`src/rtl/vram_sched_pkg.sv`:
```
`timescale 1ns/1ps
package vram_sched_pkg;
  typedef enum logic [2:0] {
    SLOT_NAME   = 3'd0,
    SLOT_PATT   = 3'd1,
    SLOT_COLR   = 3'd2,
    SLOT_SEVAL  = 3'd3,
    SLOT_SFETCH = 3'd4,
    SLOT_CPU    = 3'd5
  } slot_e;
endpackage

```
`src/rtl/vsched_line_ctr.sv`:
```
`timescale 1ns/1ps
module vsched_line_ctr #(
  parameter int LINE_PIX = 342,
  localparam int PXW = $clog2(LINE_PIX)
) (
  input  logic           clk_i,
  input  logic           rst_ni,
  input  logic           hsync_i,
  output logic [PXW-1:0] px_o,
  output logic           cyc_start_o
);
  localparam logic [PXW-1:0] PX_LAST = PXW'(LINE_PIX - 1);

  logic hs_q;
  logic hs_rise;

  assign hs_rise = hsync_i & ~hs_q;

  always_ff @(posedge clk_i or negedge rst_ni) begin
    if (!rst_ni) begin
      hs_q <= 1'b0;
      px_o <= '0;
    end else begin
      hs_q <= hsync_i;
      if (hs_rise || px_o == PX_LAST) px_o <= '0;
      else                            px_o <= px_o + 1'b1;
    end
  end

  // even pixels open a memory cycle
  assign cyc_start_o = ~px_o[0];

  AST_PX_RANGE: assert property (@(posedge clk_i) disable iff (!rst_ni)
    px_o <= PX_LAST);
  AST_WRAP: assert property (@(posedge clk_i) disable iff (!rst_ni)
    (px_o == PX_LAST && !hs_rise) |=> px_o == '0);
  AST_HS_RESTART: assert property (@(posedge clk_i) disable iff (!rst_ni)
    hs_rise |=> px_o == '0);
  AST_CYC_ALT: assert property (@(posedge clk_i) disable iff (!rst_ni)
    (cyc_start_o && !hs_rise) |=> !cyc_start_o);
endmodule

```
`src/rtl/vsched_slot_dec.sv`:
```
`timescale 1ns/1ps
module vsched_slot_dec
  import vram_sched_pkg::*;
#(
  parameter int MCW         = 8,
  parameter int ACT_CYC     = 128,
  parameter int SFETCH_CYC  = 24,
  parameter int SPARE_RATIO = 4
) (
  input  logic [MCW-1:0] mc_i,
  input  logic           vblank_i,
  input  logic           render_off_i,
  output slot_e          slot_o
);
  localparam int GRP  = 4;
  localparam int SPAN = GRP * SPARE_RATIO;
  localparam logic [MCW-1:0] ACT_W   = MCW'(ACT_CYC);
  localparam logic [MCW-1:0] SF_END  = MCW'(ACT_CYC + SFETCH_CYC);
  localparam logic [MCW-1:0] SPAN_M  = MCW'(SPAN - 1);

  always_comb begin
    slot_o = SLOT_CPU;
    if (!vblank_i && !render_off_i) begin
      if (mc_i < ACT_W) begin
        unique case (mc_i[1:0])
          2'd0: slot_o = SLOT_NAME;
          2'd1: slot_o = SLOT_PATT;
          2'd2: slot_o = SLOT_COLR;
          default: slot_o = ((mc_i & SPAN_M) == SPAN_M) ? SLOT_CPU : SLOT_SEVAL;
        endcase
      end else if (mc_i < SF_END) begin
        slot_o = SLOT_SFETCH;
      end
    end
  end
endmodule

```
`src/rtl/vsched_cpu_arb.sv`:
```
`timescale 1ns/1ps
module vsched_cpu_arb
  import vram_sched_pkg::*;
(
  input  logic  clk_i,
  input  logic  rst_ni,
  input  logic  cyc_start_i,
  input  slot_e slot_i,
  input  logic  cpu_req_i,
  output logic  cpu_gnt_o,
  output logic  cpu_busy_o
);
  logic pend_q;

  assign cpu_gnt_o  = cyc_start_i && (slot_i == SLOT_CPU) && (pend_q || cpu_req_i);
  assign cpu_busy_o = pend_q;

  always_ff @(posedge clk_i or negedge rst_ni) begin
    if (!rst_ni) pend_q <= 1'b0;
    else         pend_q <= (pend_q | cpu_req_i) & ~cpu_gnt_o;
  end

  AST_PEND_HOLD: assert property (@(posedge clk_i) disable iff (!rst_ni)
    (pend_q && !cpu_gnt_o) |=> pend_q);
  AST_GNT_CLEARS: assert property (@(posedge clk_i) disable iff (!rst_ni)
    cpu_gnt_o |=> !cpu_busy_o);
  AST_BUSY_CAUSE: assert property (@(posedge clk_i) disable iff (!rst_ni)
    $rose(cpu_busy_o) |-> $past(cpu_req_i));
endmodule

```
`src/rtl/vram_slot_sched.sv`:
```
`timescale 1ns/1ps
module vram_slot_sched
  import vram_sched_pkg::*;
#(
  parameter int LINE_PIX    = 342,
  parameter int ACT_PIX     = 256,
  parameter int SFETCH_CYC  = 24,
  parameter int SPARE_RATIO = 4
) (
  input  logic       clk_i,
  input  logic       rst_ni,
  input  logic       hsync_i,
  input  logic       vblank_i,
  input  logic       render_off_i,
  input  logic       cpu_req_i,
  output logic [2:0] slot_o,
  output logic       cyc_start_o,
  output logic       cpu_gnt_o,
  output logic       spr_gnt_o,
  output logic       cpu_busy_o
);
  localparam int PXW     = $clog2(LINE_PIX);
  localparam int MCW     = PXW - 1;
  localparam int ACT_CYC = ACT_PIX / 2;

  logic [PXW-1:0] px;
  slot_e          slot;

  vsched_line_ctr #(.LINE_PIX(LINE_PIX)) u_line (
    .clk_i      (clk_i),
    .rst_ni     (rst_ni),
    .hsync_i    (hsync_i),
    .px_o       (px),
    .cyc_start_o(cyc_start_o)
  );

  vsched_slot_dec #(
    .MCW        (MCW),
    .ACT_CYC    (ACT_CYC),
    .SFETCH_CYC (SFETCH_CYC),
    .SPARE_RATIO(SPARE_RATIO)
  ) u_dec (
    .mc_i        (px[PXW-1:1]),
    .vblank_i    (vblank_i),
    .render_off_i(render_off_i),
    .slot_o      (slot)
  );

  vsched_cpu_arb u_arb (
    .clk_i      (clk_i),
    .rst_ni     (rst_ni),
    .cyc_start_i(cyc_start_o),
    .slot_i     (slot),
    .cpu_req_i  (cpu_req_i),
    .cpu_gnt_o  (cpu_gnt_o),
    .cpu_busy_o (cpu_busy_o)
  );

  assign slot_o    = slot;
  assign spr_gnt_o = cyc_start_o && (slot == SLOT_SEVAL || slot == SLOT_SFETCH);

  AST_GNT_EXCL: assert property (@(posedge clk_i) disable iff (!rst_ni)
    $onehot0({cpu_gnt_o, spr_gnt_o}));
  AST_VB_NO_SPR: assert property (@(posedge clk_i) disable iff (!rst_ni)
    vblank_i |-> !spr_gnt_o);
  AST_OFF_NO_SPR: assert property (@(posedge clk_i) disable iff (!rst_ni)
    render_off_i |-> !spr_gnt_o);
  AST_GNT_AT_START: assert property (@(posedge clk_i) disable iff (!rst_ni)
    (cpu_gnt_o || spr_gnt_o) |-> cyc_start_o);
endmodule

```
`config.mk`:
```
export PLATFORM = sky130hd
export DESIGN_NAME = vram_slot_sched
export DESIGN_NICKNAME = d
export VERILOG_FILES = /design/src/rtl/vram_sched_pkg.sv /design/src/rtl/vsched_line_ctr.sv /design/src/rtl/vsched_slot_dec.sv /design/src/rtl/vsched_cpu_arb.sv /design/src/rtl/vram_slot_sched.sv
export SDC_FILE = /design/constraint.sdc
export NUM_CORES = 1
export LEC_CHECK = 0
export BUFFER_PORTS_ARGS = -buffer_cell sky130_fd_sc_hd__clkbuf_2
export CAP_MARGIN = 20
export CORE_AREA = 2 2 39 41
export CTS_CLUSTER_DIAMETER = 60
export DETAILED_ROUTE_END_ITERATION = 10
export DIE_AREA = 0 0 41 43
export PLACE_DENSITY = 0.77
export SETUP_SLACK_MARGIN = 0.2
export SYNTH_ARGS = -nofsm -noshare
export SYNTH_HDL_FRONTEND = slang
export SYNTH_SLANG_ARGS = --single-unit
```
`constraint.sdc`:
```
create_clock -name clk_i -period 2.1 [get_ports clk_i]
set_input_delay 0.63 -clock clk_i [delete_from_list [all_inputs] [get_ports clk_i]]
set_output_delay 0.63 -clock clk_i [all_outputs]
set_load 0.01 [all_outputs]
```
==> impl_results.md, run 1 <==
- Tightest Pin Transition: 0.442 ns
- Synth Flop Type: dfrtp_1
- Clk buf depth: 2
- CP max-delay cell: dfrtp_1
- Critical path peak fanout: 3
- Mapped Nets: 70
- CP peak stage delay: 0.41 ns
- CP arrival: 1.47 ns
- Largest net degree at the start of global routing: 12
- Synth Warn #: 0
- GR Overflow Total: 0
- RSZ-0062 raised after global routing: true
- Setup Crit Path Kind: reg -> out
- Worst Path Required: 1.47 ns
- Std-Cell Rows: 14
- Synth top area share: 45.5%
- Initial Util: 43.7%
- Crit path cell chain: a41oi_4, a221oi_2, nor2b_1, buf_2
- Initial DRC count: 10
- Main combinational cell family by area after synthesis: simple AND/OR/NAND/NOR gates
- Clk_skew: 0.00100 ns
- Setup TNS: -0.00272 ns
- Number of global-route vias before repair: 544
- Antenna diode instance count: 0
- Leak: 0.368 nW
- VDD IR max: 454 µV
- Flops & latches, synth: 11
- Dpl ws: 0.0749 ns
- Root buf cell: clkbuf_4
- Leading area contributor after synthesis: dfrtp_1
- Async S/R FF share, synth: 100%
- Hold-fix buffers, CTS: 0
- First-pass GRT wire length: 2350 µm
- Layout Nets: 97
- Bufs and invs on worst path: 1
- Worst r2r src: u_line.px_o[0]$_DFF_PN0_
- Max Clock Freq: 476 MHz
- Slew margin rel.: 70.6%
- Critical Path End Type: output port
- Synth top area cells: dfrtp_1 (46%), nor2_1 (5.0%), ha_1 (4.1%)
- Chip height: 43 µm
- H-Tree Depth: 1
- Port bufs: 12
- Share of cells above drive strength 1: 46.6%
- WL per Instance: 14.6 µm
- Residual DRC: 0
- Crit path max-delay family: compound AO/OA/AOI/OAI gates
- CTS tree: built
- All-Layer GR Usage: 20.3%
- Worst Hold Class: in -> async
- R2R Path End: u_line.px_o[8]$_DFF_PN0_
- CORE AREA: 1380 µm²
- Status: finished, violations left
- Slew Viols, Final: 0
- 1st-pass router iterations: 4
- Post-synth EDFFs: 0
- Routability cong.: 0.734
- Max_cap viols: 0
- Violated checks: setup timing
- Via count: 597
- Syn avg cell area: 9.75 µm²
- Final setup viols: 1
- Cell count after synthesis: 62
- Initial antenna violation count: 0
- Post-route antenna net violation count: 0
- Layout fillers: 129
- Distinct cell type count after synthesis: 31
- Area fraction in and, or, nand and nor cells after synthesis: 25.5%
- TritonCTS buffer count: 3
- Worst setup SP type: flip-flop
- Worst Reg2Reg Path Length in Cells: 4
- Xor-xnor portion of the synthesized cell area: 4.35%
- Post-synthesis mux area share: 0%
- Io pins: 13
- Crit share post-route: 100%
- Worst setup margin: -0.00272 ns
- Die ar.: 1760 µm²
- Most instantiated library cell after synthesis: dfrtp_1
- Cell area after synthesis: 604 µm²
- Total Wirelength: 1520 µm
- Synth Area in Adders: 4.14%
- Compound-gate portion of the synthesized area: 17.4%
- Final Hold Vio Count: 0
- P per Cell Area: 758 nW/µm²
- Clock-pin slew on the worst setup and hold paths: 0.07 ns
- Register area share after synthesis: 45.5%
- Clock network latency to the later pin of the worst-skew pair: 0.27 ns
- Vias per std cell: 5.74
- Area growth syn-to-layout: 40.2%
- Fin crit period: 2.10 ns
- Synth top cells by count: dfrtp_1 (11), nor2_1 (8), nand2_1 (4), o21ai_0 (4)
- Post-DP HPWL: 966 µm
- Clock sinks: 11
- DIE WIDTH: 41 µm
- R2R setup slack: 0.45 ns
==> sequential cells by signal, indices dropped and copies added (netlist names) <==
name / count
u_line.hs_q: 1
u_arb.cpu_busy_o: 1
u_line.px_o: 9
==> worst reg2reg max path, delay by kind of cell, from the launching register on <==
family / cells / cell delay [ns]
simple gates: 2 / 0.63
flops: 1 / 0.55
fa+ha+maj: 1 / 0.26
compound gates: 1 / 0.13
==> final cells by class <==
class	count	area, µm²	share of cell area, %
tap	16	20.0	2.36
clock buffer	4	26.3	3.10
inverter	3	11.3	1.33
timing repair buffer	23	150	17.7
multi-input combinational	47	360	42.5
sequential	11	279	32.9
==> worst max-delay path by stage <==
stage / endpoint / depth (start not counted) / start / slack (ns)
floorplan: cpu_gnt_o / 3 / render_off_i / 0.25
global placement: cpu_gnt_o / 5 / render_off_i / 0.08
global route: cpu_gnt_o / 4 / u_line.px_o[2]$_DFF_PN0_ / -0.09
finish: cpu_gnt_o / 4 / u_line.px_o[2]$_DFF_PN0_ / -0.003
detailed placement: cpu_gnt_o / 5 / render_off_i / 0.07
CTS: cpu_gnt_o / 4 / u_line.px_o[4]$_DFF_PN0_ / 0.06
==> layout by cell type (no fill, tap or decap) <==
| master | count |
|---|---|
| clkbuf_2 | 9 |
| xor2_1 | 2 |
| nand2_1 | 4 |
| nor3b_4 | 1 |
| a21oi_2 | 1 |
| or3_1 | 2 |
| nand4bb_1 | 1 |
| nand4b_1 | 1 |
| and3_1 | 1 |
| a221oi_2 | 1 |
| buf_2 | 3 |
| clkbuf_1 | 1 |
| clkbuf_4 | 3 |
| xnor2_1 | 1 |
| or4_4 | 1 |
| dfrtp_1 | 8 |
| inv_1 | 3 |
| a211oi_2 | 1 |
| buf_4 | 9 |
| nor3_1 | 1 |
| nand3_2 | 1 |
| nor2b_1 | 1 |
| nor2_1 | 7 |
| a21oi_1 | 3 |
| nand3_1 | 2 |
| dfrtp_2 | 3 |
| a41oi_4 | 1 |
| a22oi_1 | 1 |
| nor2_2 | 1 |
| ha_1 | 2 |
| nand2_2 | 1 |
| o2bb2ai_2 | 1 |
| o22ai_2 | 1 |
| o21ai_0 | 4 |
| o31ai_1 | 1 |
| buf_6 | 2 |
| or3_2 | 1 |
| nand4_1 | 1 |
==> power breakdown <==
group | internal, mW | switching [mW]
logic | 0.0981 | 0.112
clock network | 0.0737 | 0.0746
registers | 0.244 | 0.0402
total | 0.415 | 0.226
==> what timing repair did <==
action | CTS | global route
pin swaps | 6 | 3
endpoints found under the setup margin | 5 | 4
cloned | 0 | 0
buffers inserted | 4 | 3
resized for setup | 9 | 7
==> stage by stage <==
step	util [%]	power [mW]	instances	area, µm²	hold slack [ns]
6_report	61.2	0.642	104	847	0.222
5_1_grt	61.2	0.680	104	847	0.238
4_1_cts	57.8	0.628	101	800	0.228
3_5_place_dp	51.1	0.467	93	707	0.523
3_3_place_gp	51.1	0.459	93	707	0.508
2_1_floorplan	-	0.389	62	604	0.334
==> layer usage <==
layer | part of all wire, % | routed length [µm] | vias up | track usage (%)
li1 | - | - | 283 | -
met1 | 41 | 631 | 295 | 25.6
met2 | 52 | 791 | 15 | 30.0
met3 | 4.1 | 63 | 4 | 3.14
met4 | 2.4 | 36 | 0 | 14.0
met5 | 0 | 0 | - | 0
==> cell families (layout without fill, tap and decap cells) <==
family                   count (synthesis)  after routing
XOR/XNOR                                 3              3
AND/OR/NAND/NOR                         27             27
adder cells (fa/ha/maj)                  2              2
buffers and inverters                    4             30
AO/OA/AOI/OAI                           15             15
flip-flops                              11             11
Power figures use the tool's default switching activity.
==> run 2, diff against run 1 <==
--- a/config.mk
+++ b/config.mk
@@ -12,6 +12,7 @@
 export DETAILED_ROUTE_END_ITERATION = 10
 export DIE_AREA = 0 0 41 43
 export PLACE_DENSITY = 0.77
+export REMOVE_ABC_BUFFERS = 1
 export SETUP_SLACK_MARGIN = 0.2
 export SYNTH_ARGS = -nofsm -noshare
 export SYNTH_HDL_FRONTEND = slang
==> impl_results.md, run 2 (same netlist as run 1, synthesis figures left out) <==
- Chip height: 43 µm (unchanged)
- Area growth syn-to-layout: 44.1%
- CTS tree: built
- Worst setup SP type: flip-flop
- Number of global-route vias before repair: 554 (+1.8%)
- Post-route cell area: 871 µm² (+2.8%)
- Clock sinks: 11 (unchanged)
- Worst setup margin: -0.00256 ns (+0.000164 ns)
- Via count: 603 (+1.0%)
- Largest net degree at the start of global routing: 12 (unchanged)
- Critical path peak fanout: 5 (+2)
- Leak: 0.372 nW (+1.1%)
- Critical Path End Type: output port
- WL per Instance: 15.7 µm (+7.0%)
- Clk_skew: 0.00323 ns (+0.00223 ns)
- Std-Cell Rows: 14 (unchanged)
- Max_cap viols: 0 (unchanged)
- Slew Viols, Final: 0 (unchanged)
- First-pass GRT wire length: 2440 µm (+3.8%)
- CP arrival: 1.47 ns (about the same)
- Root buf cell: clkbuf_4
- Routability cong.: 0.803 (+9.4%)
- Post-DP HPWL: 928 µm (-4.0%)
- Final setup viols: 1 (unchanged)
- Beginning of the critical path: u_line.px_o[4]$_DFF_PN0_
- Worst Path Required: 1.47 ns (about the same)
- Antenna diode instance count: 0 (unchanged)
- 1st-pass router iterations: 4 (unchanged)
- Worst Hold Class: in -> async
- Sequential Power Share: 42.1% (-2.1 points)
- TritonCTS buffer count: 3 (unchanged)
- Clock-pin slew on the worst setup and hold paths: 0.07 ns (about the same)
- Fin crit period: 2.10 ns (-0.000164 ns)
- Hold-fix buffers, CTS: 0 (unchanged)
- RSZ-0062 raised after global routing: true
- Clock network latency to the later pin of the worst-skew pair: 0.28 ns (about the same)
- Residual DRC: 0 (unchanged)
- Share of cells above drive strength 1: 50.0% (+3.4 points)
- Clk buf depth: 2 (unchanged)
- Setup TNS: -0.00256 ns (+0.000164 ns)
- Sw Ratio: 34.7% (-0.54 points)
- Sw Pwr: 0.225 mW (-0.74%)
- Crit path cell chain: buf_6, a211oi_4, a221oi_2, nor2b_2, buf_2
- Initial DRC count: 14 (+4)
- DIE WIDTH: 41 µm (unchanged)
- VDD IR max: 338 µV (-26%)
- Layout Nets: 97 (unchanged)
- CORE AREA: 1380 µm² (unchanged)
- Final Hold Vio Count: 0 (unchanged)
- Biggest register: u_line.px_o
- Most common cell after layout, fill and taps aside: buf_4
- Crit share post-route: 100% (about the same)
- Total Wirelength: 1630 µm (+7.0%)
- Internal: 0.422 mW (+1.6%)
- Worst r2r src: u_line.px_o[0]$_DFF_PN0_
- Max Clock Freq: 476 MHz (about the same)
- Setup Crit Path Kind: reg -> out
- Status: finished, violations left
- CP max-delay cell: dfrtp_1
- All-Layer GR Usage: 21.5% (+1.2 points)
- R2R Path End: u_line.px_o[8]$_DFF_PN0_
- Initial antenna violation count: 0 (unchanged)
- Violated checks: setup timing
- GR Overflow Total: 0 (unchanged)
- P per Cell Area: 743 nW/µm² (-2.0%)
- Io pins: 13 (unchanged)
- Max reg flops: 9 (unchanged)
- Initial Util: 43.7% (unchanged)
- Port bufs: 12 (unchanged)
- H-Tree Depth: 1 (unchanged)
- Clk pwr share: 23.0% (about the same)
- Vias per std cell: 5.80 (+1.0%)
- Tightest Pin Transition: 0.458 ns (+0.0164 ns)
- Most frequent cells in the layout: buf_4 (9), clkbuf_2 (8), dfrtp_1 (8)
- CP peak stage delay: 0.41 ns (about the same)
- Post-route antenna net violation count: 0 (unchanged)
- Tot Pwr: 0.647 mW (+0.80%)
- Die ar.: 1760 µm² (unchanged)
- Layout fillers: 116 (-10%)
- Slew margin rel.: 69.5% (-1.1 points)
- R2R setup slack: 0.47 ns (+0.02 ns)
- Critical Path End: cpu_gnt_o
- Post-DP Area: 707 µm² (unchanged)
- Worst Reg2Reg Path Length in Cells: 4 (unchanged)
- Combinational power share: 34.8% (+2.1 points)
==> run 2: critical path: cells and delay by family (launching register included) <==
family | cells | cell delay, ns
buf+inv | 2 | 0.28
flops | 1 | 0.41
simple gates | 1 | 0.16
compound gates | 2 | 0.34
==> run 2: timing repair <==
item | CTS | global route
resized for setup | 13 | 11
buffers inserted | 6 | 1
cloned | 0 | 0
endpoints found under the hold margin | 0 | 0
pin swaps | 4 | 3
setup endpoints to repair | 5 | 5
==> run 2: area by class of cell <==
cell class / instances / area [µm²] / area share [%]
inverters: 3 / 11.3 / 1.29
multi-input cells: 47 / 372 / 42.7
repair buffers: 23 / 163 / 18.7
flip-flops and latches: 11 / 279 / 32.0
well taps: 16 / 20.0 / 2.30
clock buffers: 4 / 26.3 / 3.02
==> run 2: power groups by stage <==
stage / clock network (mW) / logic (mW) / registers [mW]
6_report: 0.149 / 0.225 / 0.273
5_1_grt: 0.158 / 0.248 / 0.276
4_1_cts: 0.152 / 0.212 / 0.269
3_5_place_dp: 0 / 0.199 / 0.268
3_3_place_gp: 0 / 0.191 / 0.268
2_1_floorplan: 0 / 0.0814 / 0.295
==> run 2: per-layer routing <==
layer	vias up	GRT usage, %	wire length (µm)
li1	280	-	-
met1	294	23.9	635
met2	22	33.1	869
met3	7	4.19	67
met4	0	17.3	57
met5	-	0	0
==> run 2: how the worst min path moves through the flow <==
stage,endpoint,slack [ns],cells after the start
after global placement,u_line.hs_q$_DFF_PN0_,0.52,1
after detailed placement,u_line.px_o[8]$_DFF_PN0_,0.52,1
after floorplan,u_arb.cpu_busy_o$_DFF_PN0_,0.33,0
after global routing,u_line.px_o[4]$_DFF_PN0_,0.23,1
final,u_line.px_o[8]$_DFF_PN0_,0.22,1
after CTS,u_line.px_o[5]$_DFF_PN0_,0.23,1
==> run 2: metrics by stage <==
step / utilization [%] / instances / worst slack, ns / hold slack, ns
after global routing: 62.9 / 104 / -0.0564 / 0.235
after CTS: 60.5 / 103 / -0.0133 / 0.227
after floorplan: - / 61 / 0.247 / 0.334
after global placement: 51.1 / 93 / 0.0887 / 0.518
after detailed placement: 51.1 / 93 / -0.00807 / 0.525
final: 62.9 / 104 / -0.00256 / 0.224
==> run 3, diff against run 2 <==
--- a/config.mk
+++ b/config.mk
@@ -5,13 +5,14 @@
 export SDC_FILE = /design/constraint.sdc
 export NUM_CORES = 1
 export LEC_CHECK = 0
-export BUFFER_PORTS_ARGS = -buffer_cell sky130_fd_sc_hd__clkbuf_2
 export CAP_MARGIN = 20
 export CORE_AREA = 2 2 39 41
 export CTS_CLUSTER_DIAMETER = 60
 export DETAILED_ROUTE_END_ITERATION = 10
 export DIE_AREA = 0 0 41 43
-export PLACE_DENSITY = 0.77
+export DONT_BUFFER_PORTS = 1
+export HOLD_SLACK_MARGIN = 0.08
+export PLACE_DENSITY = 0.69
 export REMOVE_ABC_BUFFERS = 1
 export SETUP_SLACK_MARGIN = 0.2
 export SYNTH_ARGS = -nofsm -noshare
==> impl_results.md, run 3 (same netlist as run 1, synthesis figures left out) <==
- RSZ-0062 raised after global routing: true
- Clock sinks: 11 (unchanged)
- All-Layer GR Usage: 18.0% (-3.5 points)
- Dpl ws: 0.155 ns (+0.163 ns)
- Leak: 0.311 nW (-16%)
- Die ar.: 1760 µm² (unchanged)
- Io pins: 13 (unchanged)
- R2R Path End: u_line.px_o[8]$_DFF_PN0_
- Biggest register: u_line.px_o
- Initial Util: 43.7% (unchanged)
- Crit share post-route: 95.3% (-4.8 points)
- DIE WIDTH: 41 µm (unchanged)
- Worst Path Required: 1.47 ns (about the same)
- Post-DP HPWL: 876 µm (-5.5%)
- Area growth syn-to-layout: 27.7%
- Beginning of the critical path: u_line.px_o[6]$_DFF_PN0_
- Crit path cell chain: nor3b_4, a22oi_1, nor3_2
- Max reg flops: 9 (unchanged)
- Max Clock Freq: 500 MHz (+5.0%)
- Critical path peak fanout: 5 (unchanged)
- Worst r2r src: u_line.px_o[0]$_DFF_PN0_
- Layout fillers: 128 (+10%)
- R2R setup slack: 0.43 ns (-0.04 ns)
- Final Hold Vio Count: 0 (unchanged)
- Setup Crit Path Kind: reg -> out
- Clock-pin slew on the worst setup and hold paths: 0.07 ns (about the same)
- Most frequent cells in the layout: dfrtp_1 (8), nor2_1 (7), buf_4 (7)
- Via count: 527 (-13%)
- Clk buf depth: 2 (unchanged)
- CP max-delay cell: dfrtp_2
- CTS tree: built
- Slew Viols, Final: 0 (unchanged)
- Most common cell after layout, fill and taps aside: dfrtp_1
- Worst Reg2Reg Path Length in Cells: 4 (unchanged)
- VDD IR max: 508 µV (+50%)
- WL per Instance: 14.8 µm (-5.7%)
- Vias per std cell: 5.86 (+0.99%)
- CP arrival: 1.37 ns (-0.10 ns)
- CP peak stage delay: 0.45 ns (+0.04 ns)
- Chip height: 43 µm (unchanged)
- GR Overflow Total: 0 (unchanged)
- Initial DRC count: 1 (-13)
- Clock network latency to the later pin of the worst-skew pair: 0.27 ns (about the same)
- H-Tree Depth: 1 (unchanged)
- Worst Hold Class: in -> reg
- Tightest Pin Transition: 0.523 ns (+0.0651 ns)
- Port bufs: 0 (-12)
- Critical Path End: spr_gnt_o
- Setup TNS: 0 ns (+0.00256 ns)
- Fin crit period: 2.00 ns (-0.101 ns)
- Final setup viols: 0 (-1)
- Worst setup margin: 0.0982 ns (+0.101 ns)
- Routability cong.: 0.778 (-3.0%)
- Std-Cell Rows: 14 (unchanged)
- Initial antenna violation count: 0 (unchanged)
- Total Wirelength: 1330 µm (-18%)
- Post-route antenna net violation count: 0 (unchanged)
- Residual DRC: 0 (unchanged)
- P per Cell Area: 804 nW/µm² (+8.2%)
- First-pass GRT wire length: 2100 µm (-14%)
- Root buf cell: clkbuf_4
- Worst setup SP type: flip-flop
- Status: completed
- Number of global-route vias before repair: 476 (-14%)
- Antenna diode instance count: 0 (unchanged)
- Layout Nets: 83 (-14%)
- Clk_skew: 0.00229 ns (-0.000945 ns)
- TritonCTS buffer count: 3 (unchanged)
- Critical Path End Type: output port
- Share of cells above drive strength 1: 35.1% (-15 points)
- Slew margin rel.: 65.0% (-4.5 points)
- 1st-pass router iterations: 3 (-1)
- Max_cap viols: 0 (unchanged)
- CORE AREA: 1380 µm² (unchanged)
- Largest net degree at the start of global routing: 12 (unchanged)
## run 3: cell count changes in the layout (fill, tap and decap cells not counted), sizes merged
cell         previous run  this run
dlygate4sd3             0         1
clkbuf                 12         4
buf                    15         8
## run 3: through the flow
stage          area (µm²)  cells  util [%]  hold slack [ns]  total power, mW
3_3_place_gp          639     80      46.2            0.335            0.430
2_1_floorplan         597     61         -            0.334            0.376
5_1_grt               772     90      55.8            0.372            0.657
3_5_place_dp          639     80      46.2            0.335            0.435
4_1_cts               731     87      52.8            0.376            0.613
6_report              772     90      55.8            0.380            0.620
## run 3: report_power, final
group / internal [mW] / total (mW) / switching (mW)
registers: 0.245 / 0.286 / 0.0405
logic: 0.0826 / 0.189 / 0.106
clock network: 0.0737 / 0.146 / 0.0722
total: 0.402 / 0.620 / 0.219
## run 3: cell type report
cell class	count	area, µm²	share of cell area, %
inverters	3	11.3	1.46
multi-input cells	47	362	46.8
well taps	16	20.0	2.59
flip-flops and latches	11	279	36.1
clock buffers	4	26.3	3.40
repair buffers	9	73.8	9.56
## run 3: timing repair
item                       in CTS  in global routing
setup buffers                   2                  3
resized for setup               9                  4
hold endpoints to repair       11                  0
pin swaps                       2                  4
hold buffers                    1                  0
setup endpoints to repair       4                  4
## run 3: worst min-delay path by stage
stage / slack [ns] / cells past startpoint / to / start
after global routing: 0.37 / 0 / u_line.hs_q$_DFF_PN0_ / hsync_i
final: 0.38 / 0 / u_line.hs_q$_DFF_PN0_ / hsync_i
after CTS: 0.38 / 0 / u_line.hs_q$_DFF_PN0_ / hsync_i
after global placement: 0.33 / 0 / u_line.hs_q$_DFF_PN0_ / rst_ni
after floorplan: 0.33 / 0 / u_arb.cpu_busy_o$_DFF_PN0_ / rst_ni
after detailed placement: 0.33 / 0 / u_line.hs_q$_DFF_PN0_ / rst_ni
## run 3: critical path, delay by kind of cell (launching register included)
kind             cells  cell delay (ns)
flip-flops           1             0.45
AO/OA/AOI/OAI        1             0.13
AND/OR/NAND/NOR      2             0.51
## run 3: layer usage
layer	wire length [µm]	GRT usage (%)	share of wire [%]	vias up
met3	49	3.14	3.7	4
met2	610	27.2	46	13
met1	645	23.1	49	256
met4	23	10.0	1.7	0
met5	0	0	0	-
li1	-	-	-	254
